File: config.mk
export PLATFORM = sky130hd
export DESIGN_NAME = phy_clk_switch_seq
export DESIGN_NICKNAME = d
export VERILOG_FILES = /design/src/rtl/phy_sw_pkg.sv /design/src/rtl/sw_holdoff_cnt.sv /design/src/rtl/sw_wait_timer.sv /design/src/rtl/sw_ctrl_regs.sv /design/src/rtl/phy_clk_switch_seq.sv
export SDC_FILE = /design/constraint.sdc
export NUM_CORES = 1
export LEC_CHECK = 0
export ABC_AREA = 1
export BUFFER_PORTS_ARGS = -buffer_cell sky130_fd_sc_hd__buf_2
export CORE_MARGIN = 2
export CORE_UTILIZATION = 49
export CTS_CLUSTER_DIAMETER = 50
export DETAILED_ROUTE_END_ITERATION = 8
export PLACE_DENSITY = 0.74
export SYNTH_ARGS = -nofsm -noshare
export SYNTH_HDL_FRONTEND = slang
export SYNTH_SLANG_ARGS = --single-unit
File: constraint.sdc
create_clock -name clk -period 3.3 [get_ports clk]
set_clock_uncertainty 0.05 [all_clocks]
set_input_delay 0.66 -clock clk [delete_from_list [all_inputs] [get_ports clk]]
set_output_delay 0.66 -clock clk [all_outputs]
set_load 0.02 [all_outputs]
File: src/rtl/phy_sw_pkg.sv
package phy_sw_pkg;

    typedef enum logic [2:0] {
        ST_IDLE,
        ST_TX_STOP,
        ST_RX_STOP,
        ST_CLK_GATE,
        ST_PORT_SEL,
        ST_CLK_WAIT,
        ST_RX_RESUME
    } sw_state_e;

    localparam logic [1:0] CSEL_INT = 2'b00;
    localparam logic [1:0] CSEL_EXT = 2'b01;
    localparam logic [1:0] CSEL_OFF = 2'b10;

    localparam int unsigned HOLD_FLOOR = 5;

    // One-cycle strobes from the sequencer to the control registers
    typedef struct packed {
        logic accept;
        logic set_tx_halt;
        logic set_rx_halt;
        logic gate_off;
        logic load_port;
        logic clk_on;
        logic clr_rx_halt;
        logic clr_tx_halt;
        logic finish;
        logic fault;
    } sw_cmd_t;

    function automatic logic [1:0] csel_for(input logic ext);
        return ext ? CSEL_EXT : CSEL_INT;
    endfunction

endpackage

File: src/rtl/sw_holdoff_cnt.sv
module sw_holdoff_cnt #(
    parameter int unsigned HOLD_TICKS = 5
) (
    input  logic clk,
    input  logic rst_n,
    input  logic enable,
    input  logic tick,
    output logic reached
);
    import phy_sw_pkg::*;

    localparam int unsigned HOLD_EFF = (HOLD_TICKS < HOLD_FLOOR) ? HOLD_FLOOR : HOLD_TICKS;
    localparam int unsigned CW       = $clog2(HOLD_EFF + 1);
    localparam logic [CW-1:0] LAST   = CW'(HOLD_EFF - 1);

    logic [CW-1:0] cnt_q;

    // Counting only happens inside the gated window; outside it the count rests at zero
    always_ff @(posedge clk or negedge rst_n) begin
        if (!rst_n) begin
            cnt_q <= '0;
        end else if (!enable) begin
            cnt_q <= '0;
        end else if (tick && (cnt_q != LAST)) begin
            cnt_q <= cnt_q + 1'b1;
        end
    end

    assign reached = enable && tick && (cnt_q == LAST);

endmodule

File: src/rtl/sw_wait_timer.sv
module sw_wait_timer #(
    parameter int unsigned LIMIT = 4096
) (
    input  logic clk,
    input  logic rst_n,
    input  logic run,
    input  logic restart,
    output logic expired
);
    localparam int unsigned LIM_EFF = (LIMIT < 2) ? 2 : LIMIT;
    localparam int unsigned TW      = $clog2(LIM_EFF + 1);
    localparam logic [TW-1:0] LAST  = TW'(LIM_EFF - 1);

    logic [TW-1:0] cnt_q;

    always_ff @(posedge clk or negedge rst_n) begin
        if (!rst_n) begin
            cnt_q <= '0;
        end else if (restart || !run) begin
            cnt_q <= '0;
        end else if (cnt_q != LAST) begin
            cnt_q <= cnt_q + 1'b1;
        end
    end

    assign expired = run && (cnt_q == LAST);

endmodule

File: src/rtl/sw_ctrl_regs.sv
module sw_ctrl_regs (
    input  logic                  clk,
    input  logic                  rst_n,
    input  phy_sw_pkg::sw_cmd_t   cmd,
    input  logic                  target_ext,
    output logic                  tx_halt,
    output logic                  rx_halt,
    output logic                  ext_sel,
    output logic [1:0]            clk_sel,
    output logic                  done,
    output logic                  err
);
    import phy_sw_pkg::*;

    logic target_q;

    always_ff @(posedge clk or negedge rst_n) begin
        if (!rst_n) begin
            target_q <= 1'b0;
            tx_halt  <= 1'b0;
            rx_halt  <= 1'b0;
            ext_sel  <= 1'b0;
            clk_sel  <= CSEL_INT;
            done     <= 1'b0;
            err      <= 1'b0;
        end else begin
            done <= cmd.finish;
            if (cmd.accept) begin
                target_q <= target_ext;
                err      <= 1'b0;
            end
            if (cmd.fault) begin
                err <= 1'b1;
            end
            if (cmd.set_tx_halt) begin
                tx_halt <= 1'b1;
            end else if (cmd.clr_tx_halt) begin
                tx_halt <= 1'b0;
            end
            if (cmd.set_rx_halt) begin
                rx_halt <= 1'b1;
            end else if (cmd.clr_rx_halt) begin
                rx_halt <= 1'b0;
            end
            if (cmd.load_port) begin
                ext_sel <= target_q;
            end
            if (cmd.gate_off) begin
                clk_sel <= CSEL_OFF;
            end else if (cmd.clk_on) begin
                clk_sel <= csel_for(ext_sel);
            end
        end
    end

endmodule

File: src/rtl/phy_clk_switch_seq.sv
module phy_clk_switch_seq #(
    parameter int unsigned HOLD_TICKS  = 5,
    parameter int unsigned TIMEOUT_CYC = 4096
) (
    input  logic       clk,
    input  logic       rst_n,
    input  logic       start_i,
    input  logic       target_ext_i,
    input  logic       tx_stopped_i,
    input  logic       rx_stopped_i,
    input  logic       clk_running_i,
    input  logic       slow_tick_i,
    output logic       tx_halt_o,
    output logic       rx_halt_o,
    output logic       ext_sel_o,
    output logic [1:0] clk_sel_o,
    output logic       busy_o,
    output logic       done_o,
    output logic       err_o
);
    import phy_sw_pkg::*;

    sw_state_e state_q, state_d;
    sw_cmd_t   cmd;
    logic      hold_done;
    logic      waiting;
    logic      ack;
    logic      timed_out;

    // Acknowledge that the current wait state is looking for
    always_comb begin
        waiting = 1'b0;
        ack     = 1'b0;
        unique case (state_q)
            ST_TX_STOP:  begin waiting = 1'b1; ack = tx_stopped_i;  end
            ST_RX_STOP:  begin waiting = 1'b1; ack = rx_stopped_i;  end
            ST_CLK_WAIT: begin waiting = 1'b1; ack = clk_running_i; end
            ST_IDLE, ST_CLK_GATE, ST_PORT_SEL, ST_RX_RESUME: begin
                waiting = 1'b0;
                ack     = 1'b0;
            end
        endcase
    end

    sw_holdoff_cnt #(
        .HOLD_TICKS(HOLD_TICKS)
    ) holdoff_i (
        .clk     (clk),
        .rst_n   (rst_n),
        .enable  (state_q == ST_CLK_GATE),
        .tick    (slow_tick_i),
        .reached (hold_done)
    );

    sw_wait_timer #(
        .LIMIT(TIMEOUT_CYC)
    ) timer_i (
        .clk     (clk),
        .rst_n   (rst_n),
        .run     (waiting),
        .restart (state_d != state_q),
        .expired (timed_out)
    );

    // State register
    always_ff @(posedge clk or negedge rst_n) begin
        if (!rst_n) begin
            state_q <= ST_IDLE;
        end else begin
            state_q <= state_d;
        end
    end

    // Next state
    always_comb begin
        state_d = state_q;
        unique case (state_q)
            ST_IDLE:      if (start_i) state_d = ST_TX_STOP;
            ST_TX_STOP:   if (ack) state_d = ST_RX_STOP;
                          else if (timed_out) state_d = ST_IDLE;
            ST_RX_STOP:   if (ack) state_d = ST_CLK_GATE;
                          else if (timed_out) state_d = ST_IDLE;
            ST_CLK_GATE:  if (hold_done) state_d = ST_PORT_SEL;
            ST_PORT_SEL:  state_d = ST_CLK_WAIT;
            ST_CLK_WAIT:  if (ack) state_d = ST_RX_RESUME;
                          else if (timed_out) state_d = ST_IDLE;
            ST_RX_RESUME: state_d = ST_IDLE;
        endcase
    end

    // Output strobes
    always_comb begin
        cmd       = '0;
        cmd.fault = waiting && !ack && timed_out;
        unique case (state_q)
            ST_IDLE: begin
                cmd.accept      = start_i;
                cmd.set_tx_halt = start_i;
            end
            ST_TX_STOP: begin
                cmd.set_rx_halt = ack;
            end
            ST_RX_STOP: begin
                cmd.gate_off = ack;
            end
            ST_CLK_GATE: begin
                cmd.load_port = hold_done;
            end
            ST_PORT_SEL: begin
                cmd.clk_on = 1'b1;
            end
            ST_CLK_WAIT: begin
                cmd.clr_rx_halt = ack;
            end
            ST_RX_RESUME: begin
                cmd.clr_tx_halt = 1'b1;
                cmd.finish      = 1'b1;
            end
        endcase
        if (cmd.fault) begin
            cmd.gate_off = 1'b1;
        end
    end

    sw_ctrl_regs regs_i (
        .clk        (clk),
        .rst_n      (rst_n),
        .cmd        (cmd),
        .target_ext (target_ext_i),
        .tx_halt    (tx_halt_o),
        .rx_halt    (rx_halt_o),
        .ext_sel    (ext_sel_o),
        .clk_sel    (clk_sel_o),
        .done       (done_o),
        .err        (err_o)
    );

    assign busy_o = (state_q != ST_IDLE);

endmodule

==> results of run 1 <==
worst max-delay path, delay by kind of cell (launching register included):
family,cells,cell delay (ps)
and+or+nand+nor,13,1430
DFF,1,410
adders and majority gates,1,240
metrics by stage:
step           hold slack [ps]  cell area, sq um  utilization [%]  worst slack, ps
6_report                   266              1710             56.1             1060
4_1_cts                    276              1710             56.1             1070
3_3_place_gp               408              1690             55.2             1110
3_5_place_dp               409              1690             55.2             1090
5_1_grt                    283              1710             56.1              790
2_1_floorplan              314              1580                -             1430
kinds of logic after synthesis:
kind of cell	count (synthesis)	share of synthesized area [%]
xor+xnor	8	4.44
compound gates	13	4.52
simple gates	122	36.1
mux	1	0.634
flops	27	42.8
buf+inv	34	9.11
fa+ha+maj	3	2.38
metal layers:
metal  vias to the layer above  part of all wire [%]  GRT usage, %
met5                         -                     0             0
met4                         0                  0.67          4.35
met3                         2                   4.2          5.12
met2                        20                    44          28.3
met1                       579                    51          24.3
li1                        677                     -             -
cells in the mapped netlist (all sizes together):
master   n  area share, %
nand2   56             14
nor2    39             11
inv     30            7.1
dfrtp   27             43
nand3   18            7.1
o21ai    8            2.5
xor2     5            2.8
buf      4            2.0
nor3     4            1.6
a21oi    3           0.95
ha       3            2.4
nand4    3            1.2
xnor2    3            1.7
nand3b   2           0.95
mux2i    1           0.63
o21bai   1           0.48
o41ai    1           0.55
power breakdown:
group	internal, uW	switching, uW
clock	47.4	95.0
sequential	387	77.1
combinational	177	393
total	612	565
path summary, 6_finish.rpt:
check                                        startpoint                      endpoint  depth (start not counted)
min in group clk            regs_i.target_q$_DFFE_PN0P_   regs_i.target_q$_DFFE_PN0P_                          2
max in group asynchronous                         rst_n   regs_i.target_q$_DFFE_PN0P_                          1
setup reg to reg           timer_i.cnt_q[0]$_DFFE_PN0P_  timer_i.cnt_q[1]$_DFFE_PN0P_                         14
setup / recovery           timer_i.cnt_q[0]$_DFFE_PN0P_  timer_i.cnt_q[1]$_DFFE_PN0P_                         14
hold / removal                                    rst_n  timer_i.cnt_q[3]$_DFFE_PN0P_                          1
hold reg to reg             regs_i.target_q$_DFFE_PN0P_   regs_i.target_q$_DFFE_PN0P_                          2
area by class of cell:
type                    instances  share of cell area, %
clock buffers                   4                   1.54
well taps                      44                   3.22
flip-flops and latches         27                   39.5
inverters                      30                   6.58
repair buffers                 16                   4.82
multi-input cells             147                   44.4
sequential cells by signal (all words and copies together) (netlist names):
register	count
holdoff_i.cnt_q	3
state_q	3
timer_i.cnt_q	13
regs_i.ext_sel	1
regs_i.clk_sel	2
regs_i.err	1
regs_i.tx_halt	1
regs_i.done	1
regs_i.rx_halt	1
regs_i.target_q	1
==> impl_metrics.env, run 1 <==
export IMPL_status="completed"
export IMPL_setup_viol_count_final=0
export IMPL_ys_warn_count=0
export IMPL_hold_viol=0
export IMPL_place_inst=264
export IMPL_via_per_inst=4.77
export IMPL_die_w_microns=60.8
export IMPL_postCtsSetupRepairBufs=0
export IMPL_final_common_cell="nand2_1"
export IMPL_slowest_delay_ps=410
export IMPL_finalMaxSlewViolations=0
export IMPL_grt_max_degree=28
export IMPL_vias=1278
export IMPL_grt_usage_pct=17.9
export IMPL_multi_input_area_sq_um=759
export IMPL_clkTransAtPathRegs_ps=140
export IMPL_n_fill_cell=304
export IMPL_routedWlPerCell_microns=10.5
export IMPL_cp_common_cell="nand2_1"
export IMPL_initial_core_util_pct=51.7
export IMPL_first_global_vias=1177
export IMPL_synth_seq_cells=27
export IMPL_hold_buffers=0
export IMPL_start_kind="register"
export IMPL_setup_worst_path_end_class="register"
export IMPL_area_delta_synth_final_pct=8.40
export IMPL_grt_overflow=0
export IMPL_cts_max_level=1
export IMPL_drtIter0Drc=59
export IMPL_dp_final_hpwl_microns=2130
export IMPL_max_vdd_ir_drop_mv=0.437
export IMPL_syn_nets=219
export IMPL_die_area_sq_um=3690
export IMPL_drive_gt1_share_pct=19.2
export IMPL_cellPowerDensity_nw_per_um2=688
export IMPL_port_buffers=15
export IMPL_finalCritPeriodShare_pct=67.9
export IMPL_synth_cell_types=26
export IMPL_syn_inst=208
export IMPL_chipHeight_microns=60.8
export IMPL_cts_sinks=27
export IMPL_rsz0062_at_grt="false"
export IMPL_min_period_ps=2240
export IMPL_cp_slowest_cell="dfrtp_1"
export IMPL_leakagePower_uw=0.000878
export IMPL_arrival_ps=2410
export IMPL_fmax_mhz=446
export IMPL_clk_insertion_delay_late_ps=320
export IMPL_cts_path_max_buffers=2
export IMPL_ios=16
export IMPL_route_detailed_drc=0
export IMPL_tritoncts="done"
export IMPL_slew_headroom_pct=60.2
export IMPL_antenna_found_initial=0
export IMPL_critPathMaxFanout=13
export IMPL_cts_buffers=3
export IMPL_worst_setup_path_type="reg -> reg"
export IMPL_grt_pass1_wl_microns=5030
export IMPL_r2r_setup_slack_ps=1060
export IMPL_nNetsFinal=236
export IMPL_layout_common_cells="nand2_1 (53), inv_1 (27), dfrtp_1 (27), nor2_1 (25)"
export IMPL_postCtsResizedCells=0
export IMPL_gp_congestion=0.863
export IMPL_layout_cells_non_filler=268
export IMPL_ant_nets=0
export IMPL_core_sq_um=3050
export IMPL_diodes=0
export IMPL_power_uw=1180
export IMPL_required_ps=3470
export IMPL_regArea_sq_um=676
export IMPL_setup_tns_ps=0
export IMPL_netlist_area_sq_um=1580
export IMPL_first_pass_iters=4
export IMPL_maxCapViolCount=0
export IMPL_ys_seq_area_share_pct=42.8
export IMPL_hp_class="in -> async"
export IMPL_rows=20
export IMPL_cts_root_buf="clkbuf_4"
export IMPL_avgSynthCellArea_sq_um=7.59
export IMPL_max_slew_worst_pin_slew_ps=596
export IMPL_path_cells="ha_1, nand2_1, nor2_1, nand4_1, nor2_1, nand2_2, nand2_1, nand2_1, nand2_1, nand2_1, nand2_1, nor2_2, nand2_2, nor2_1"
export IMPL_drt_total_wl_microns=2820
(Power assumes the default switching activity.)
==> inputs of run 2 (changes only) <==
clock period = 2.2 ns   (was 3.3 ns; I/O delays follow)
==> run 2 against run 1 <==
Core utilization grew 2.0 points. Sequential cell count is the same. Worst hold slack lost 230 ps. Power grew 63%. Design area grew 3.5%. Routed wire length grew 6.8%. Register-to-register slack lost 850 ps. Setup slack lost 850 ps. Combinational power grew 75%. First-iteration DRC count grew 47%.
==> impl_metrics.env, run 2 (synthesis gave the netlist of run 1 again) <==
export IMPL_leakagePower_uw=0.000914
export IMPL_r2r_setup_slack_ps=200
export IMPL_power_uw=1910
export IMPL_reg2reg_from="state_q[2]$_DFF_PN0_"
export IMPL_arrival_ps=2180
export IMPL_drive_gt1_share_pct=23.1
export IMPL_antenna_found_initial=0
export IMPL_worst_setup_path_type="reg -> reg"
export IMPL_via_per_inst=4.73
export IMPL_cp_common_cell="nand2_1"
export IMPL_initial_core_util_pct=51.7
export IMPL_p_comb_share_pct=52.4
export IMPL_finish_utilization_pct=58.0
export IMPL_start_kind="register"
export IMPL_layout_common_cells="nand2_1 (53), inv_1 (27), dfrtp_1 (25), nor2_1 (23)"
export IMPL_finalMaxSlewViolations=0
export IMPL_power_switching_uw=951
export IMPL_grt_pass1_wl_microns=5010
export IMPL_dp_final_hpwl_microns=2180
export IMPL_final_common_cell="nand2_1"
export IMPL_first_pass_iters=4
export IMPL_setup_worst_path_end_class="register"
export IMPL_swShare_pct=49.7
export IMPL_cts_max_level=1
export IMPL_die_w_microns=60.8
export IMPL_rows=20
export IMPL_reg2reg_to="timer_i.cnt_q[1]$_DFFE_PN0P_"
export IMPL_die_area_sq_um=3690
export IMPL_status="completed"
export IMPL_cts_path_max_buffers=2
export IMPL_internal_power_uw=962
export IMPL_core_sq_um=3050
export IMPL_maxCapViolCount=0
export IMPL_n_fill_cell=293
export IMPL_cts_root_buf="clkbuf_4"
export IMPL_clk_insertion_delay_late_ps=330
export IMPL_grt_max_degree=28
export IMPL_slew_headroom_pct=60.6
export IMPL_startpoint="state_q[2]$_DFF_PN0_"
export IMPL_grt_overflow=0
export IMPL_cts_sinks=27
export IMPL_hold_buffers=0
export IMPL_largest_register="timer_i.cnt_q"
export IMPL_p_clk_share_pct=11.1
export IMPL_min_period_ps=2000
export IMPL_postCtsSetupRepairBufs=0
export IMPL_tritoncts="done"
export IMPL_fmax_mhz=501
export IMPL_setup_viol_count_final=0
export IMPL_finalCritPeriodShare_pct=90.7
export IMPL_hold_ws_ps=39.8
export IMPL_vias=1290
export IMPL_hp_class="in -> async"
export IMPL_cellPowerDensity_nw_per_um2=1080
export IMPL_drt_total_wl_microns=3010
export IMPL_largest_reg_flops=13
export IMPL_routedWlPerCell_microns=11.0
export IMPL_critPathMaxFanout=7
export IMPL_slowest_delay_ps=500
export IMPL_rsz0062_at_grt="false"
export IMPL_route_detailed_drc=0
export IMPL_grt_usage_pct=18.0
export IMPL_path_cells="inv_2, nand3_4, inv_2, nor2_2, nand3_1, nand2_1, nand2_1, nand2_1, nand2_1, nand2_1, nand2_1, nand2_1, inv_1, nand2_4, nor2_1"
export IMPL_ios=16
export IMPL_hold_viol=0
export IMPL_max_vdd_ir_drop_mv=0.698
export IMPL_gp_congestion=0.870
export IMPL_clkTransAtPathRegs_ps=140
export IMPL_diodes=0
export IMPL_cts_buffers=3
export IMPL_cp_slowest_cell="dfrtp_1"
export IMPL_max_slew_worst_pin_slew_ps=591
export IMPL_r2r_cells=15
export IMPL_drtIter0Drc=87
export IMPL_setup_tns_ps=0
export IMPL_port_buffers=15
export IMPL_area_delta_synth_final_pct=12.2
export IMPL_required_ps=2380
export IMPL_top_regs="timer_i.cnt_q: 13 flops, holdoff_i.cnt_q: 3 flops, state_q: 3 flops"
export IMPL_first_global_vias=1183
export IMPL_chipHeight_microns=60.8
export IMPL_ant_nets=0
export IMPL_nNetsFinal=241
export IMPL_p_seq_share_pct=36.5
## run 2: cell types whose count changed in the layout (fill, tap and decap cells not counted), sizes merged
cell / delta
clkbuf: -1
buf: +4
nand2: +1
clkinv: +1
## run 2: layout make-up
cell class	instances	area, sq um	share of cell area [%]
Tap cell	44	55.1	3.11
Multi-Input combinational cell	148	786	44.4
Inverter	30	113	6.36
Timing Repair Buffer	20	113	6.36
Clock inverter	1	5.00	0.282
Sequential cell	27	678	38.3
Clock buffer	3	22.5	1.27
## run 2: critical path, delay by kind of cell, from the launching register on
| kind | cells | cell delay (ps) |
|---|---|---|
| buffers and inverters | 3 | 280 |
| AND/OR/NAND/NOR | 12 | 1090 |
| flip-flops | 1 | 500 |
## run 2: routing by layer
| layer | global-route usage [%] | part of all wire (%) | vias to the layer above |
|---|---|---|---|
| met5 | 0 | 0 | - |
| met1 | 25.4 | 53 | 580 |
| met4 | 3.11 | 0.63 | 0 |
| li1 | - | - | 691 |
| met2 | 27.8 | 43 | 17 |
| met3 | 5.33 | 3.3 | 2 |
## run 2: worst max-delay path by stage
stage                                    endpoint  slack [ps]
finish               timer_i.cnt_q[1]$_DFFE_PN0P_         200
detailed placement   timer_i.cnt_q[1]$_DFFE_PN0P_          60
global placement     timer_i.cnt_q[2]$_DFFE_PN0P_          70
floorplan           timer_i.cnt_q[12]$_DFFE_PN0P_         330
CTS                  timer_i.cnt_q[1]$_DFFE_PN0P_          40
global route         timer_i.cnt_q[0]$_DFFE_PN0P_          20
## run 2: what timing repair did
item                       in CTS  in global routing
hold endpoints to repair        0                  0
resized for setup               0                  7
setup endpoints to repair       0                 13
## run 2: metrics by stage
step,cells,instance area (sq um),setup slack [ps]
after floorplan,208,1580,330
after global placement,268,1720,71.2
after detailed placement,268,1720,62.3
after CTS,272,1740,43.2
after global routing,273,1770,15.8
final,273,1770,204
## run 2: power by group through the flow
stage	combinational [uW]	clock, uW	sequential, uW
after global routing	1130	243	707
final	1000	213	698
after CTS	889	221	689
after detailed placement	885	0	699
after floorplan	755	0	674
after global placement	878	0	699
==> inputs of run 3 (changes only) <==
clock period = 2.55 ns   (was 2.2 ns; I/O delays follow)
==> run 3 against run 2 <==
Power down 19%. Non-clock buffer count down 4. Maximum frequency down 5.6%. Routed wire length down 0.46%. Register-to-register slack better by 230 ps. Die area unchanged. First-iteration DRC count down 40%. Critical path depth down 1. Sequential cell count unchanged. Global-route usage up 0.69 points. Worst hold slack better by 70 ps. Clock-buffer cell count up 1.
==> impl_metrics.env, run 3 (synthesis gave the netlist of run 1 again) <==
export IMPL_ios=16
export IMPL_status="completed"
export IMPL_post_place_ws_ps=326
export IMPL_max_slew_worst_pin_slew_ps=608
export IMPL_grt_usage_pct=18.7
export IMPL_internal_power_uw=798
export IMPL_gp_congestion=0.847
export IMPL_cts_sinks=27
export IMPL_regArea_sq_um=676
export IMPL_die_area_sq_um=3690
export IMPL_setup_viol_count_final=0
export IMPL_rsz0062_at_grt="false"
export IMPL_min_period_ps=2110
export IMPL_p_seq_share_pct=38.2
export IMPL_place_area_sq_um=1690
export IMPL_finalCritPeriodShare_pct=82.9
export IMPL_cts_path_max_buffers=2
export IMPL_hp_class="in -> async"
export IMPL_area_delta_synth_final_pct=8.72
export IMPL_first_global_vias=1223
export IMPL_drtIter0Drc=52
export IMPL_n_fill_cell=321
export IMPL_worst_setup_path_type="reg -> reg"
export IMPL_route_detailed_drc=0
export IMPL_rows=20
export IMPL_final_common_cell="nand2_1"
export IMPL_arrival_ps=2290
export IMPL_leakagePower_uw=0.000884
export IMPL_p_clk_share_pct=12.4
export IMPL_ant_nets=0
export IMPL_drive_gt1_share_pct=19.2
export IMPL_hold_ws_ps=110
export IMPL_setup_worst_path_end_class="register"
export IMPL_multi_input_area_sq_um=764
export IMPL_grt_overflow=0
export IMPL_dp_final_hpwl_microns=2310
export IMPL_port_buffers=15
export IMPL_routedWlPerCell_microns=11.2
export IMPL_max_vdd_ir_drop_mv=0.629
export IMPL_grt_max_degree=28
export IMPL_antenna_found_initial=0
export IMPL_power_switching_uw=760
export IMPL_initial_core_util_pct=51.7
export IMPL_start_kind="register"
export IMPL_cts_buffers=3
export IMPL_slew_headroom_pct=59.5
export IMPL_clk_insertion_delay_late_ps=330
export IMPL_final_area_sq_um=1720
export IMPL_via_per_inst=4.87
export IMPL_top_regs="timer_i.cnt_q: 13 flops, holdoff_i.cnt_q: 3 flops, state_q: 3 flops"
export IMPL_nNetsFinal=236
export IMPL_required_ps=2730
export IMPL_setup_tns_ps=0
export IMPL_first_pass_iters=4
export IMPL_core_sq_um=3050
export IMPL_layout_common_cells="nand2_1 (53), inv_1 (27), dfrtp_1 (27), nor2_1 (25)"
export IMPL_cellPowerDensity_nw_per_um2=907
export IMPL_diodes=0
export IMPL_cts_max_level=1
export IMPL_hold_viol=0
export IMPL_largest_register="timer_i.cnt_q"
export IMPL_die_w_microns=60.8
export IMPL_worst_slack_ps=435
export IMPL_vias=1306
export IMPL_grt_pass1_wl_microns=5180
export IMPL_finalMaxSlewViolations=0
export IMPL_tritoncts="done"
export IMPL_critPathMaxFanout=13
export IMPL_chipHeight_microns=60.8
export IMPL_p_comb_share_pct=49.4
export IMPL_cts_root_buf="clkbuf_4"
export IMPL_clkTransAtPathRegs_ps=150
export IMPL_drt_total_wl_microns=3000
export IMPL_fmax_mhz=473
export IMPL_swShare_pct=48.8
export IMPL_maxCapViolCount=0
export IMPL_largest_reg_flops=13
[run 3: changes by cell type in the layout (fill, tap and decap cells not counted), sizes merged]
cell and change:
clkbuf +1, clkinv -1, nand2 -1, buf -4
[run 3: final timing paths]
kind,startpoint,endpoint,slack (ps),cells past startpoint
setup / recovery,timer_i.cnt_q[0]$_DFFE_PN0P_,timer_i.cnt_q[1]$_DFFE_PN0P_,440,14
max in group asynchronous,rst_n,regs_i.done$_DFF_PN0_,1940,1
setup reg to reg,timer_i.cnt_q[0]$_DFFE_PN0P_,timer_i.cnt_q[1]$_DFFE_PN0P_,440,14
hold reg to reg,regs_i.target_q$_DFFE_PN0P_,regs_i.target_q$_DFFE_PN0P_,440,2
min in group clk,target_ext_i,regs_i.target_q$_DFFE_PN0P_,320,3
hold / removal,rst_n,timer_i.cnt_q[12]$_DFFE_PN0P_,110,1
[run 3: layer usage]
layer	vias up	global-route usage (%)	wire length, microns	share of wire, %
met3	9	2.56	85	2.8
met4	0	9.01	74	2.5
met2	21	29.8	1400	47
met5	-	0	0	0
met1	601	24.9	1430	48
li1	675	-	-	-
[run 3: worst max-delay path, stage by stage, from the launching register on]
cell,delay (ps)
dfrtp_1,410
ha_1,250
nand2_1,70
nor2_1,200
nand4_1,150
nor2_1,180
nand2_2,90
nand2_1,70
nand2_1,50
nand2_1,70
nand2_1,50
nand2_1,70
nor2_2,50
nand2_4,180
nor2_1,60
[run 3: final cells by class]
| type | instances | area share [%] |
|---|---|---|
| Sequential cell | 27 | 39.4 |
| Clock buffer | 4 | 1.53 |
| Timing Repair Buffer | 16 | 4.81 |
| Tap cell | 44 | 3.21 |
| Inverter | 30 | 6.56 |
| Multi-Input combinational cell | 147 | 44.5 |
[run 3: what timing repair did]
item | in CTS | in global routing
resized for setup | 0 | 1
setup buffers | 0 | 0
hold buffers | 0 | 0
setup endpoints to repair | 0 | 1
[run 3: stage by stage]
step                instances  power (uW)  util [%]
finish                    268        1560      56.2
floorplan                 208        1230         -
detailed placement        264        1350      55.2
global placement          264        1330      55.2
CTS                       268        1550      56.1
global route              268        1710      56.2
[run 3: power by group through the flow]
stage / logic, uW / clock network [uW] / registers (uW)
floorplan: 651 / 0 / 582
global placement: 736 / 0 / 598
detailed placement: 750 / 0 / 602
CTS: 755 / 197 / 594
global route: 878 / 220 / 609
finish: 770 / 193 / 595
